===== src/rtl/tif_pkg.sv =====
package tif_pkg;
  localparam int NUM_SRC  = 3;
  localparam int SRC_OVF  = 0;
  localparam int SRC_CMPA = 1;
  localparam int SRC_CMPB = 2;
endpackage


===== src/rtl/tif_decode.sv =====
module tif_decode #(
  parameter int ADDR_W    = 12,
  parameter int DATA_ADDR = 'h35,
  parameter int IO_OFFSET = 'h20,
  parameter int IO_SPAN   = 'h40
) (
  input  logic              clk_i,
  input  logic              rst_ni,
  input  logic [ADDR_W-1:0] addr_i,
  input  logic              io_i,
  input  logic              rd_i,
  input  logic              wr_i,
  output logic              sel_rd_o,
  output logic              sel_wr_o
);
  localparam logic [ADDR_W-1:0] DS_ADDR = ADDR_W'(DATA_ADDR);
  localparam logic [ADDR_W-1:0] IO_ADDR = ADDR_W'(DATA_ADDR - IO_OFFSET);
  localparam logic [ADDR_W-1:0] IO_LIM  = ADDR_W'(IO_SPAN);

  logic ds_hit, io_hit, hit;

  always_comb begin
    ds_hit = !io_i && (addr_i == DS_ADDR);
    io_hit = io_i && (addr_i < IO_LIM) && (addr_i == IO_ADDR);
    hit    = ds_hit || io_hit;
  end

  assign sel_rd_o = hit && rd_i;
  assign sel_wr_o = hit && wr_i;

  // port window ends at IO_SPAN
  p_io_window_r3: assert property (@(posedge clk_i) disable iff (!rst_ni)
    (io_i && addr_i >= IO_LIM) |-> !(sel_rd_o || sel_wr_o));
endmodule


===== src/rtl/tif_flag.sv =====
module tif_flag (
  input  logic clk_i,
  input  logic rst_ni,
  input  logic set_i,
  input  logic clr_i,
  input  logic ack_i,
  output logic flag_o
);
  logic flag_q, flag_d;

  // set has priority so no event is dropped
  always_comb flag_d = set_i | (flag_q & ~(clr_i | ack_i));

  always_ff @(posedge clk_i or negedge rst_ni) begin
    if (!rst_ni) flag_q <= 1'b0;
    else         flag_q <= flag_d;
  end

  assign flag_o = flag_q;

  p_evt_sets_r4: assert property (@(posedge clk_i) disable iff (!rst_ni)
    set_i |=> flag_o);
  p_clear_r5: assert property (@(posedge clk_i) disable iff (!rst_ni)
    ((clr_i || ack_i) && !set_i) |=> !flag_o);
  p_hold_r5: assert property (@(posedge clk_i) disable iff (!rst_ni)
    (!set_i && !clr_i && !ack_i) |=> $stable(flag_o));
endmodule


===== src/rtl/tif_irq_gate.sv =====
module tif_irq_gate #(
  parameter int N = 3
) (
  input  logic [N-1:0] flag_i,
  input  logic [N-1:0] en_i,
  input  logic         gie_i,
  output logic [N-1:0] irq_o
);
  for (genvar k = 0; k < N; k++) begin : g_gate
    assign irq_o[k] = flag_i[k] & en_i[k] & gie_i;
  end
endmodule


===== src/rtl/tif_flag_reg.sv =====
module tif_flag_reg
  import tif_pkg::*;
#(
  parameter int ADDR_W    = 12,
  parameter int DATA_W    = 8,
  parameter int DATA_ADDR = 'h35,
  parameter int IO_OFFSET = 'h20,
  parameter int IO_SPAN   = 'h40
) (
  input  logic              clk_i,
  input  logic              rst_ni,
  input  logic [ADDR_W-1:0] bus_addr_i,
  input  logic              bus_io_i,
  input  logic              bus_rd_i,
  input  logic              bus_wr_i,
  input  logic [DATA_W-1:0] bus_wdata_i,
  output logic [DATA_W-1:0] bus_rdata_o,
  input  logic [NUM_SRC-1:0] evt_i,
  input  logic [NUM_SRC-1:0] ack_i,
  input  logic [NUM_SRC-1:0] irq_en_i,
  input  logic              gie_i,
  output logic [NUM_SRC-1:0] irq_o
);
  logic sel_rd, sel_wr;
  logic [NUM_SRC-1:0] flags;
  logic [NUM_SRC-1:0] w1c;

  tif_decode #(
    .ADDR_W(ADDR_W), .DATA_ADDR(DATA_ADDR),
    .IO_OFFSET(IO_OFFSET), .IO_SPAN(IO_SPAN)
  ) u_dec (
    .clk_i, .rst_ni,
    .addr_i  (bus_addr_i),
    .io_i    (bus_io_i),
    .rd_i    (bus_rd_i),
    .wr_i    (bus_wr_i),
    .sel_rd_o(sel_rd),
    .sel_wr_o(sel_wr)
  );

  assign w1c = sel_wr ? bus_wdata_i[NUM_SRC-1:0] : '0;

  for (genvar k = 0; k < NUM_SRC; k++) begin : g_flag
    tif_flag u_flag (
      .clk_i, .rst_ni,
      .set_i (evt_i[k]),
      .clr_i (w1c[k]),
      .ack_i (ack_i[k]),
      .flag_o(flags[k])
    );
  end

  // read path is combinational: pre-edge value
  assign bus_rdata_o = sel_rd ? DATA_W'(flags) : '0;

  tif_irq_gate #(.N(NUM_SRC)) u_gate (
    .flag_i(flags), .en_i(irq_en_i), .gie_i(gie_i), .irq_o(irq_o)
  );

  p_ack_onehot_r6: assert property (@(posedge clk_i) disable iff (!rst_ni)
    $onehot0(ack_i));
  p_ack_only_own_r6: assert property (@(posedge clk_i) disable iff (!rst_ni)
    (ack_i[SRC_OVF] && !sel_wr && evt_i == '0) |=>
      (flags[SRC_CMPB:SRC_CMPA] == $past(flags[SRC_CMPB:SRC_CMPA])));
  p_irq_needs_flag_r8: assert property (@(posedge clk_i) disable iff (!rst_ni)
    (irq_o & ~flags) == '0);
endmodule


===== config.mk =====
export PLATFORM = sky130hd
export DESIGN_NAME = tif_flag_reg
export DESIGN_NICKNAME = d
export VERILOG_FILES = /design/src/rtl/tif_pkg.sv /design/src/rtl/tif_decode.sv /design/src/rtl/tif_flag.sv /design/src/rtl/tif_irq_gate.sv /design/src/rtl/tif_flag_reg.sv
export SDC_FILE = /design/constraint.sdc
export NUM_CORES = 1
export LEC_CHECK = 0
export BUFFER_PORTS_ARGS = -buffer_cell sky130_fd_sc_hd__buf_4
export CAP_MARGIN = 20
export CORE_AREA = 2 2 39 41
export CTS_CLUSTER_SIZE = 24
export DETAILED_ROUTE_END_ITERATION = 10
export DIE_AREA = 0 0 41 43
export SYNTH_ARGS = -nofsm -noshare
export SYNTH_HDL_FRONTEND = slang
export SYNTH_SLANG_ARGS = --single-unit

===== constraint.sdc =====
create_clock -name clk_i -period 1.5 [get_ports clk_i]
set_clock_uncertainty 0.15 [all_clocks]
set_input_delay 0.15 -clock clk_i [delete_from_list [all_inputs] [get_ports clk_i]]
set_output_delay 0.15 -clock clk_i [all_outputs]
set_load 0.01 [all_outputs]

==> impl_metrics.ini <==
[routing]
antenna_left = 0
via_per_inst = 4.379
wl_per_cell_um = 9.716
drt-initial-drc-count = 2
num_vias = 416
drc = 0
dr.pass1.iters = 4
drt-total-wl_um = 923

[timing]
min_period_over_period_pct = 98.22
finalHoldViolations = 0
max_freq_mhz = 678.7
fin_crit_ns = 1.473
finalSetupViolations = 0
hold_ws_ns = 0.03171
slew_violations = 0
fin_ws_ns = 0.02670

[layout]
fin_nets = 115
regArea_um2 = 75.07
antenna_cells = 0
synthToLayoutAreaGrowth_pct = 123.9
nFillCells = 145
multi_input_area_um2 = 197.7
drive_gt1_share_pct = 56.96
post-route-util_pct = 46.56
largest_reg_flops = 3
final_cells = 95

[floorplanning]
die_x_um = 41
dieArea_um2 = 1763
initial_utilization_pct = 20.80
ios = 46
rows = 14
die_h_um = 43
core_um2 = 1384

[global_route]
grt_max_degree = 5
antenna_found_initial = 0
grt_pass1_vias = 363
grt_pass1_wl_um = 1304
grt-ovfl-total = 0
grtUsageTotal_pct = 10.79

[yosys]
synthTopCellsByArea = dfrtp_1, buf_4, inv_1, a31oi_1, and3_1
synth_cells = 37
yosysSeqAreaShare_pct = 26.09
synthesis.area_um2 = 287.8
netlist.area_leader.share_pct = 26.09
avgSynthCellArea_um2 = 7.778
ys_types = 15
synth-seq-cells = 3
yosysWarnings = 0
yosys.area.top_type = dfrtp_1

[placement]
dp_hpwl_um = 745.8
portBuffers = 35
globalplace.congestion = 0.6507
dp_cells = 87
place_ws_ns = -0.03749

[power]
p_total_uw = 350.9
leakage_uw = 0.0003393
p_per_area_nw_per_um2 = 544.5
max-vdd-ir-drop_mv = 0.3780

[critical_path]
cp-end-kind = primary output
crit_path_start_kind = input port
arrival_ns = 1.17
crit_type = input port to primary output
crit_path_max_fanout = 3
required_ns = 1.20

[clocking]
cts_max_level = 1
cts_root_buffer = clkbuf_4
tritoncts = built
clk_pin_slew_worst_paths_ns = 0.04
cts_max_path_buffers = 2
cts_setup_buffers = 0
insertion_delay_ns = 0.23
cts_buffers = 3
cts_sinks = 3

[worst_hold_path]
min_path_type = input port to register

[outcome]
status = finished clean

[flow_run]
max_cap_viol_count = 0
==> synthesized netlist by cell type <==
cell type	count
inv_1	6
buf_4	5
nor4b_2	1
nor4_1	3
xnor2_1	1
nor4b_1	1
and4bb_2	1
conb_1	1
and3_1	3
a31oi_1	3
and4b_2	1
dfrtp_1	3
nand2_1	4
or3_1	1
a21oi_1	3
==> worst paths after layout <==
check / start / endpoint / slack [ns] / cells after the start
min in group asynchronous: rst_ni / g_flag[1].u_flag.flag_o$_DFF_PN0_ / 0.08 / 2
min reg2reg: g_flag[0].u_flag.flag_o$_DFF_PN0_ / g_flag[0].u_flag.flag_o$_DFF_PN0_ / 0.45 / 2
max reg2reg: g_flag[1].u_flag.flag_o$_DFF_PN0_ / g_flag[1].u_flag.flag_o$_DFF_PN0_ / 0.66 / 2
min: evt_i[0] / g_flag[0].u_flag.flag_o$_DFF_PN0_ / 0.03 / 3
max in group asynchronous: rst_ni / g_flag[0].u_flag.flag_o$_DFF_PN0_ / 1.02 / 2
max: bus_addr_i[6] / bus_rdata_o[1] / 0.03 / 4
==> kinds of logic (layout without fill, tap and decap cells) <==
logic type	Yosys count	in the layout	synth area share (%)
and+or+nand+nor	15	15	36.96
buffers and inverters	11	49	20.87
AOI/OAI and AO/OA	6	6	11.74
DFF	3	3	26.09
other	1	5	1.303
xor gates and xnor gates	1	1	3.044
==> metal layers <==
| metal | vias to the layer above | GRT usage, % | part of all wire (%) |
|---|---|---|---|
| li1 | 208 | - | - |
| met1 | 182 | 11.07 | 31 |
| met2 | 26 | 18.13 | 55 |
| met3 | 0 | 3.141 | 14 |
| met4 | 0 | 6.000 | 0 |
| met5 | - | 0 | 0 |
==> where the power goes <==
part	internal [uW]	switching [uW]	total [uW]	leakage [uW]
registers	86.9	4.20	91.1	0.0000323
clock network	99.9	44.9	145	0.0000150
logic	74.0	41.0	115	0.000292
==> area by class of cell <==
| type | instances | area share (%) |
|---|---|---|
| clock buffer | 4 | 4.078 |
| timing repair buffer | 39 | 46.99 |
| inverter | 6 | 3.495 |
| tap | 16 | 3.107 |
| multi-input combinational | 27 | 30.68 |
| sequential | 3 | 11.65 |
==> through the flow <==
step | cell area [um2] | setup TNS, ns
finish | 644.4 | 0
global route | 644.4 | -0.03885
CTS | 620.6 | 0
detailed placement | 548.0 | -0.03749
global placement | 548.0 | 0
floorplan | 302.8 | 0
==> critical path, cell delays in order <==
cell and delay, ns:
buf_4 0.11, or3_1 0.45, nor4_2 0.30, buf_4 0.17
==> cell usage in the layout (no fill, tap or decap) <==
| cell type | Yosys | routed |
|---|---|---|
| and4b_2 | 1 | 1 |
| nor4b_4 | 0 | 1 |
| dlygate4sd3_1 | 0 | 4 |
| nand2_1 | 4 | 3 |
| buf_4 | 5 | 35 |
| xnor2_1 | 1 | 1 |
| or3_1 | 1 | 1 |
| a31oi_1 | 3 | 3 |
| inv_1 | 6 | 6 |
| clkbuf_4 | 0 | 3 |
| and4bb_2 | 1 | 1 |
| conb_1 | 1 | 5 |
| dfrtp_1 | 3 | 3 |
| nor4b_1 | 1 | 1 |
| and3_1 | 3 | 3 |
| nand2_2 | 0 | 1 |
| a21oi_1 | 3 | 3 |
| nor4_2 | 0 | 3 |
| clkbuf_1 | 0 | 1 |
==> what timing repair did <==
| action | in CTS | in global routing |
|---|---|---|
| resized for setup | 1 | 4 |
| pin swaps | 0 | 3 |
| endpoints found under the hold margin | 6 | 0 |
| setup endpoints to repair | 1 | 3 |
| hold buffers | 4 | 0 |
(Power assumes the default switching activity.)
